`config.mk`:
```
export PLATFORM = sky130hd
export DESIGN_NAME = pulse_lock_monitor
export DESIGN_NICKNAME = d
export VERILOG_FILES = /design/src/rtl/lockmon_pkg.sv /design/src/rtl/pulse_width_meter.sv /design/src/rtl/lock_hold_timer.sv /design/src/rtl/pulse_lock_monitor.sv
export SDC_FILE = /design/constraint.sdc
export NUM_CORES = 1
export LEC_CHECK = 0
export ABC_AREA = 1
export CORE_MARGIN = 2
export CORE_UTILIZATION = 60
export DETAILED_ROUTE_END_ITERATION = 8
export DONT_BUFFER_PORTS = 1
export PLACE_DENSITY = 0.76
export SETUP_SLACK_MARGIN = 0.3
export SLEW_MARGIN = 30
export SYNTH_ARGS = -nofsm -noshare
export SYNTH_HDL_FRONTEND = slang
export SYNTH_SLANG_ARGS = --single-unit
```
`constraint.sdc`:
```
create_clock -name clk -period 2.7 [get_ports clk]
set_input_delay 0.27 -clock clk [delete_from_list [all_inputs] [get_ports clk]]
set_output_delay 0.27 -clock clk [all_outputs]
set_load 0.01 [all_outputs]
```
`src/rtl/lockmon_pkg.sv`:
```
package lockmon_pkg;

    // Outcome of one sampled cycle of the width meter
    typedef struct packed {
        logic active;   // up or down asserted this cycle
        logic over;     // pulse has reached the width limit
    } pulse_eval_t;

    // Qualification state of the hold timer
    typedef enum logic [1:0] {
        HS_STARTUP = 2'd0,  // not yet qualified since reset
        HS_LOCKED  = 2'd1,  // hold interval completed
        HS_HOLDING = 2'd2   // qualified earlier, waiting out a hold interval
    } hold_state_t;

    // Increment that sticks at the all-ones value
    function automatic logic [31:0] sat_inc(input logic [31:0] v, input logic [31:0] vmax);
        return (v >= vmax) ? vmax : v + 32'd1;
    endfunction

endpackage

```
`src/rtl/pulse_width_meter.sv`:
```
module pulse_width_meter
    import lockmon_pkg::*;
#(
    parameter int CNT_W = 8
) (
    input  logic             clk,
    input  logic             rst,
    input  logic             up_i,
    input  logic             dn_i,
    input  logic [CNT_W-1:0] width_limit,
    output pulse_eval_t      eval_o
);
    localparam logic [31:0] RUN_MAX = 32'((64'd1 << CNT_W) - 64'd1);

    logic [CNT_W-1:0] run_q;
    logic [CNT_W:0]   len_now;
    logic             active;

    // either input (or both) keeps the pulse running
    assign active  = up_i | dn_i;
    // Length of the pulse including the cycle being sampled
    assign len_now = {1'b0, run_q} + {{CNT_W{1'b0}}, 1'b1};

    // the cycle whose length reaches the limit is a violation
    always_comb begin
        eval_o.active = active;
        eval_o.over   = active && (len_now >= {1'b0, width_limit});
    end

    always_ff @(posedge clk) begin
        if (rst) begin
            run_q <= '0;
        end else if (!active) begin
            run_q <= '0;
        end else begin
            run_q <= CNT_W'(sat_inc(32'(run_q), RUN_MAX));
        end
    end

endmodule

```
`src/rtl/lock_hold_timer.sv`:
```
module lock_hold_timer
    import lockmon_pkg::*;
#(
    parameter int HOLD_W = 8
) (
    input  logic              clk,
    input  logic              rst,
    input  pulse_eval_t       eval_i,
    input  logic [HOLD_W-1:0] hold_len,
    output logic              raw_o,
    output logic              stable_o
);
    localparam logic [31:0] HOLD_MAX = 32'((64'd1 << HOLD_W) - 64'd1);

    hold_state_t       state_q;
    logic [HOLD_W-1:0] clean_q;
    logic [HOLD_W:0]   clean_now;
    logic              qualifies;
    logic              raw_q;

    assign clean_now = {1'b0, clean_q} + {{HOLD_W{1'b0}}, 1'b1};
    // this clean cycle completes the hold interval
    assign qualifies = clean_now >= {1'b0, hold_len};

    always_ff @(posedge clk) begin
        if (rst) begin
            state_q <= HS_STARTUP;
            clean_q <= '0;
            raw_q   <= 1'b0;
        end else if (eval_i.over) begin
            // a violation beats a completing hold interval
            clean_q <= '0;
            raw_q   <= 1'b0;
            if (state_q != HS_STARTUP) begin
                state_q <= HS_HOLDING;
            end
        end else begin
            clean_q <= HOLD_W'(sat_inc(32'(clean_q), HOLD_MAX));
            // raw follows clean cycles once qualified
            raw_q   <= (state_q != HS_STARTUP) || qualifies;
            if (qualifies) begin
                state_q <= HS_LOCKED;
            end
        end
    end

    assign raw_o    = raw_q;
    assign stable_o = (state_q == HS_LOCKED);

endmodule

```
`src/rtl/pulse_lock_monitor.sv`:
```
module pulse_lock_monitor
    import lockmon_pkg::*;
#(
    parameter int CNT_W  = 8,
    parameter int HOLD_W = 8
) (
    input  logic              clk,
    input  logic              rst,
    input  logic              up_i,
    input  logic              dn_i,
    input  logic [CNT_W-1:0]  width_limit,
    input  logic [HOLD_W-1:0] hold_len,
    output logic              lock_raw,
    output logic              lock_stable
);
    pulse_eval_t eval_w;

    pulse_width_meter #(.CNT_W(CNT_W)) u_meter (
        .clk         (clk),
        .rst         (rst),
        .up_i        (up_i),
        .dn_i        (dn_i),
        .width_limit (width_limit),
        .eval_o      (eval_w)
    );

    lock_hold_timer #(.HOLD_W(HOLD_W)) u_hold (
        .clk      (clk),
        .rst      (rst),
        .eval_i   (eval_w),
        .hold_len (hold_len),
        .raw_o    (lock_raw),
        .stable_o (lock_stable)
    );

endmodule

```
==> results.txt, run 1 <==
----------------------------------------------------
[Detailed routing]
  Violation count after the first detailed-routing iteration ... 22
  Total number of vias ... 1163
  Avg WL per Cell ... 11.9 um
  Total Routed Length ... 2670 um
  Drt pass-1 iters ... 6
  Post-detailed-route via-to-cell ratio ... 5.17
  ANT nets after route ... 0
  DRC Markers ... 0

[Floorplan]
  Height of the die ... 50.8 um
  Number of standard-cell rows in the floorplan ... 16
  Top-level I/O count ... 22
  Standard cell core area ... 0.00202 mm2
  Die area ... 0.00258 mm2
  Width of the die ... 50.8 um
  Initial Utilization ... 0.650

[Worst hold path]
  Startpoint of the tightest hold check path ... rst
  Hold Crit Depth ... 3
  Hold Crit Class ... in2reg
  Hold EP ... u_hold.state_q[1]

[Timing]
  Number of slew-limit violations in the final report ... 0
  Post-layout minimum cycle time ... 2.21 ns
  Max Clock Skew ... 0.00195 ns
  Transition at the pin with the smallest max-transition slack ... 0.365 ns
  Endpoints failing hold ... 0
  Minimum setup slack in the final design ... 0.494 ns
  Achievable Freq ... 453 MHz
  Final sum of negative setup slack ... 0 ns
  Relative slew slack ... 0.756
  Setup violations, final ... 0
  Share of the clock period used by the worst path ... 0.817
  RSZ-0062 raised after global routing ... false

[GRT]
  Tot GR Track Use ... 0.231
  Total overflow reported by the global router ... 0
  Number of global-route vias before repair ... 1131
  Antenna violations before repair ... 0
  Pin count of the biggest net entering global routing ... 12
  First-pass GRT wire length ... 4340 um

[Outcome]
  Run status ... finished clean

[Clocking]
  CTS hold repair buffers ... 0
  Clock root buffer ... clkbuf_4
  Count of H-tree levels built during CTS ... 1
  Clock insertion delay at the later pin of the skew report ... 0.31 ns
  Maximum buffer depth of the clock tree ... 2
  Cts bufs inserted ... 3
  TritonCTS clock tree ... built
  Reg clk slew, reported paths ... 0.11 ns
  Clock sink total ... 19

[Synthesis]
  Net Count, Synth ... 230
  Number of warnings printed during yosys synthesis ... 0
  Share of the synthesized netlist area taken by xor and xnor gates ... 0.0533
  Synthesized instance count ... 192
  Synthesized area divided by synthesized cell count ... 6.84 um2
  Portion of the post-synthesis area used by sequential elements ... 0.290
  Synth Area in Simple Gates ... 0.298
  Multiplexer fraction of the synthesized cell area ... 0
  Combinational family with the most area after synthesis ... simple AND/OR/NAND/NOR gates
  Post-synth cell types ... 20
  Synthesized cell area ... 0.00131 mm2
  Fraction of the mapped netlist area in adder cells ... 0.171
  Synth Area in Compound Gates ... 0.0495
  Yosys reg bits ... 19

[Worst setup path]
  Classification of the worst setup path ... reg2reg
  Critical path launch point type ... register
  CP Data Required Time ... 2.95 ns
  Launch instance of the worst register-to-register path ... u_meter.run_q[0]
  Data arrival, critical path ... 2.46 ns
  Critical Path Fanout Max ... 10
  Reg2Reg Setup Slack ... 0.49 ns
  Worst path buffer plus inverter count ... 2
  Family of cells with the greatest summed delay on the critical path ... simple AND/OR/NAND/NOR gates
  Critical path's largest stage delay ... 0.38 ns
  Critical-path cell with the highest stage delay ... dfxtp_2
  Element type at the critical path end ... register
  Endpoint of the worst-slack reg-to-reg timing path ... u_hold.clean_q[5]
  Critical path cell sequence ... ha_2 -> nand3_4 -> xor2_2 -> inv_1 -> ha_1 -> nand2_1 -> inv_1 -> nand2_1 -> nand3_1 -> nand2_1 -> nand2_1 -> nand2_1 -> nand2_1 -> nand2_1 -> nand2_4 -> nor2_1
  Top cell by count, worst path ... nand2_1
  R2r worst-path depth ... 16

[Power]
  Net switching power figure ... 0.146 mW
  Proportion of power drawn by combinational gates ... 0.142
  Pleak ... 0.813 nW
  Internal Dissipation ... 0.374 mW
  Fraction of power consumed by the clock network ... 0.289
  Peak supply drop ... 0.278 mV
  Sequential cell fraction of total power ... 0.570
  Power density of the placed cells ... 367 mW/mm2
  Fraction of power spent switching nets ... 0.281

[Place]
  HPWL Detailed ... 2110 um
  Number of buffer cells added on primary ports ... 0
  Post-Place Worst Slack ... 0.391 ns
  RD Place Congestion ... 0.855
  Number of instances in the placed design ... 219

[Cells and area]
  Most frequent standard cell in the layout excluding fill and tap cells ... inv_1
  Fill cell count ... 167
  Proportion of layout cells with a drive suffix above 1 ... 0.131
  Top library cells by usage in the layout, fill and taps aside ... inv_1, nand2_1, nor2_1, ha_1, dfxtp_1
  Layout net count ... 237
  Synthesis-to-finish area growth ... 7.81%
  Final Core Density ... 0.700
  Non-Filler Instances ... 225
  Ant diodes ... 0

[Run]
  Number of max-capacitance violations reported ... 0

----------------------------------------------------
## stage by stage
step                cell area, um2  hold slack (ns)  power (mW)
CTS                           1380            0.155       0.524
global placement              1350            0.480       0.365
floorplan                     1310            0.465       0.355
detailed placement            1350            0.498       0.374
finish                        1420            0.164       0.520
global route                  1420            0.181       0.547
## cells in the mapped netlist (all sizes together)
library cell	n	share of area
xor2	8	0.053
ha	18	0.17
nor2	33	0.11
or2	2	0.0095
dfxtp	19	0.29
a21oi	10	0.038
nand3b	1	0.0057
o21ai	3	0.011
nand2	40	0.12
inv	47	0.13
clkinv	1	0.0038
nand3	8	0.034
nand4	1	0.0048
nor3	1	0.012
## routing by layer
metal  track usage  up-vias  part of all wire  routed length, um
met4         0.149        0             0.046                123
met1         0.250      525              0.42               1120
met3        0.0417       14             0.039                104
met2         0.410       37              0.49               1320
met5             0        -                 0                  0
li1              -      587                 -                  -
## sequential cells by signal, summed over array words and instances (netlist names)
register and cells:
u_hold.clean_q 8, u_hold.raw_o 1, u_hold.state_q 2, u_meter.run_q 8
## power by group through the flow
stage / logic (mW) / clock network (mW) / registers (mW)
floorplan: 0.0561 / 0 / 0.299
global placement: 0.0650 / 0 / 0.300
detailed placement: 0.0723 / 0 / 0.301
CTS: 0.0728 / 0.156 / 0.295
global route: 0.0862 / 0.164 / 0.297
finish: 0.0737 / 0.150 / 0.296
## tightest hold or removal path: stages
cell and delay [ns]:
inv_1 0.06, nand2_1 0.08, a21oi_1 0.03
## layout make-up
cell class,instances,area [um2],area share
well taps,27,33.8,0.0239
repair buffers,2,15.0,0.0106
multi-input cells,125,774,0.547
clock buffers,3,22.5,0.0159
clock inverters,1,5.00,0.00353
inverters,48,181,0.128
flip-flops and latches,19,384,0.271
## worst max path at each step
stage                     start           endpoint  slack, ns  cells past startpoint
6_report       u_meter.run_q[0]  u_hold.clean_q[5]       0.49                     16
3_5_place_dp   u_meter.run_q[0]  u_hold.clean_q[2]       0.39                     16
5_1_grt        u_meter.run_q[2]  u_hold.clean_q[3]       0.27                     17
4_1_cts        u_meter.run_q[0]  u_hold.clean_q[2]       0.36                     16
3_3_place_gp   u_meter.run_q[0]  u_hold.clean_q[4]       0.54                     16
2_1_floorplan  u_meter.run_q[0]  u_hold.clean_q[0]       0.75                     16
## logic make-up after synthesis
group,after synthesis
AND/OR/NAND/NOR,86
buffers and inverters,48
adder cells (fa/ha/maj),18
XOR/XNOR,8
flip-flops,19
AO/OA/AOI/OAI,13
## repair_timing
action                     in CTS  in global routing
setup buffers                   0                  2
gates resized for setup         0                  7
hold endpoints to repair        0                  0
setup endpoints to repair       0                 11
Power figures use the tool's default switching activity.
==> run 2, diff against run 1 <==
CORE_UTILIZATION = 56   (was 60)
PLACE_DENSITY = 0.74   (was 0.76)
clock period = 1.8 ns   (was 2.7 ns; I/O delays follow)
==> results.txt, run 2 (same netlist as run 1, synthesis figures left out) <==
----------------------------------------------------
[Outcome]
  Run status ... finished with violations
  Failing checks ... setup timing

[Clocking]
  Maximum buffer depth of the clock tree ... 2
  Reg clk slew, reported paths ... 0.11 ns
  TritonCTS clock tree ... built
  Count of H-tree levels built during CTS ... 1
  Cts bufs inserted ... 3
  Clock insertion delay at the later pin of the skew report ... 0.30 ns
  Clock sink total ... 19
  Clock root buffer ... clkbuf_4

[Worst setup path]
  Critical path cell sequence ... nand3_2 -> nor2_4 -> inv_1 -> nand2_1 -> inv_1 -> ha_1 -> nand2_2 -> inv_2 -> nand2_2 -> nand3_2 -> nand2_1 -> nand2_1 -> nand2_1 -> nand2_2 -> nand2_4 -> nand2_4 -> nor2_1
  Top cell by count, worst path ... nand2_1
  Critical Path Fanout Max ... 5
  Classification of the worst setup path ... reg2reg
  R2r worst-path depth ... 17
  CP Data Required Time ... 2.05 ns
  Critical path's largest stage delay ... 0.40 ns
  Data arrival, critical path ... 2.31 ns
  Critical path launch point type ... register
  Critical-path cell with the highest stage delay ... dfxtp_4
  Element type at the critical path end ... register

[Cells and area]
  Top library cells by usage in the layout, fill and taps aside ... inv_1, nand2_1, buf_4, nor2_1, dfxtp_1
  Most frequent standard cell in the layout excluding fill and tap cells ... inv_1
  Synthesis-to-finish area growth ... 39.0%
  Ant diodes ... 0
  Layout net count ... 262
  Final Core Density ... 0.825
  Non-Filler Instances ... 251
  Largest registers ... u_hold.clean_q x8, u_meter.run_q x8, u_hold.state_q x2
  Proportion of layout cells with a drive suffix above 1 ... 0.404
  Fill cell count ... 144
  Total non-filler cell area in the finished layout ... 0.00183 mm2

[GRT]
  Tot GR Track Use ... 0.223
  Pin count of the biggest net entering global routing ... 12
  Antenna violations before repair ... 0
  Global-route layer with the greatest usage ... met2
  First-pass GRT wire length ... 4590 um
  Met3 Resource Use GR ... 0.0686
  Met1 Track Usage GR ... 0.246
  Number of global-route vias before repair ... 1207
  Met2 track demand over resource ... 0.419
  Total overflow reported by the global router ... 0

[Floorplan]
  Initial Utilization ... 0.594
  Width of the die ... 52.4 um
  Standard cell core area ... 0.00221 mm2
  Height of the die ... 52.4 um
  Die area ... 0.00275 mm2
  Number of standard-cell rows in the floorplan ... 17
  Top-level I/O count ... 22

[Detailed routing]
  Violation count after the first detailed-routing iteration ... 24
  Drt pass-1 iters ... 5
  DRC Markers ... 0
  ANT nets after route ... 0
  Total Routed Length ... 3200 um
  Avg WL per Cell ... 12.8 um
  Post-detailed-route via-to-cell ratio ... 4.91
  Total number of vias ... 1232

[Timing]
  Achievable Freq ... 484 MHz
  Setup violations, final ... 11
  Post-layout minimum cycle time ... 2.07 ns
  Endpoints failing hold ... 0
  Transition at the pin with the smallest max-transition slack ... 0.364 ns
  Minimum setup slack in the final design ... -0.267 ns
  Max Clock Skew ... 0.00326 ns
  Relative slew slack ... 0.757
  Number of slew-limit violations in the final report ... 0
  RSZ-0062 raised after global routing ... true
  Share of the clock period used by the worst path ... 1.15
  Final sum of negative setup slack ... -2.68 ns

[Place]
  RD Place Congestion ... 0.824
  Post-detailed-placement cell area ... 0.00151 mm2
  Number of buffer cells added on primary ports ... 0
  Number of instances in the placed design ... 237
  HPWL Detailed ... 1980 um

[Worst hold path]
  Hold Crit Depth ... 3
  Hold Crit Class ... in2reg

[Power]
  Net switching power figure ... 0.240 mW
  Proportion of power drawn by combinational gates ... 0.196
  Peak supply drop ... 0.567 mV
  Internal Dissipation ... 0.592 mW
  Fraction of power spent switching nets ... 0.289
  Fraction of power consumed by the clock network ... 0.267
  Sequential cell fraction of total power ... 0.538
  Power density of the placed cells ... 456 mW/mm2
  Overall power consumption ... 0.832 mW
  Pleak ... 0.963 nW

[Run]
  Number of max-capacitance violations reported ... 0

----------------------------------------------------
==> run 2: cell types whose count changed in the layout (fill, tap and decap cells not counted), moves of 4 or more <==
cell,change
inv_2,+4
inv_1,-4
nor2_1,-8
nand2_2,+8
nor2_2,+5
nand3_1,-5
nand2_1,-9
xor2_2,+4
buf_4,+23
ha_1,-4
nand3_2,+4
ha_4,+5
xor2_1,-4
==> run 2: layer usage <==
metal / vias to the layer above / wire length, um
met5: - / 0
met4: 0 / 36
met3: 6 / 147
met2: 37 / 1640
met1: 550 / 1370
li1: 639 / -
==> run 2: path summary, 6_finish.rpt <==
path	from	to	slack (ns)
max	u_meter.run_q[0]	u_hold.clean_q[3]	-0.27
min	rst	u_hold.state_q[1]	0.19
max reg2reg	u_meter.run_q[0]	u_hold.clean_q[3]	-0.27
min reg2reg	u_meter.run_q[0]	u_meter.run_q[0]	0.50
==> run 2: cell type report <==
| type | instances | area, um2 | share of cell area |
|---|---|---|---|
| Clock buffer | 3 | 22.5 | 0.0123 |
| Clock inverter | 1 | 5.00 | 0.00274 |
| Inverter | 48 | 181 | 0.0994 |
| Multi-Input combinational cell | 126 | 991 | 0.543 |
| Sequential cell | 19 | 392 | 0.215 |
| Tap cell | 28 | 35.0 | 0.0192 |
| Timing Repair Buffer | 26 | 199 | 0.109 |
==> run 2: power groups by stage <==
| stage | Combinational [mW] | Clock, mW | Sequential, mW |
|---|---|---|---|
| 4_1_cts | 0.133 | 0.226 | 0.446 |
| 3_3_place_gp | 0.115 | 0 | 0.452 |
| 5_1_grt | 0.185 | 0.245 | 0.448 |
| 3_5_place_dp | 0.122 | 0 | 0.454 |
| 2_1_floorplan | 0.0872 | 0 | 0.452 |
| 6_report | 0.163 | 0.222 | 0.447 |
==> run 2: timing repair <==
action	CTS	global route
cloned	1	0
buffers inserted	1	8
gates resized for setup	12	38
hold buffers	0	0
setup endpoints to repair	11	11
pin swaps	8	15
==> run 2: metrics by stage <==
stage / hold slack (ns) / worst slack [ns]
after global routing: 0.203 / -0.395
final: 0.192 / -0.267
after CTS: 0.148 / -0.199
after detailed placement: 0.427 / -0.235
after global placement: 0.393 / -0.221
after floorplan: 0.383 / -0.0304
==> run 2: critical path: cells and delay by family, from the launching register on <==
family        cells  cell delay, ns
fa+ha+maj         1            0.30
buf+inv           3            0.18
simple gates     13            1.12
flops             1            0.40
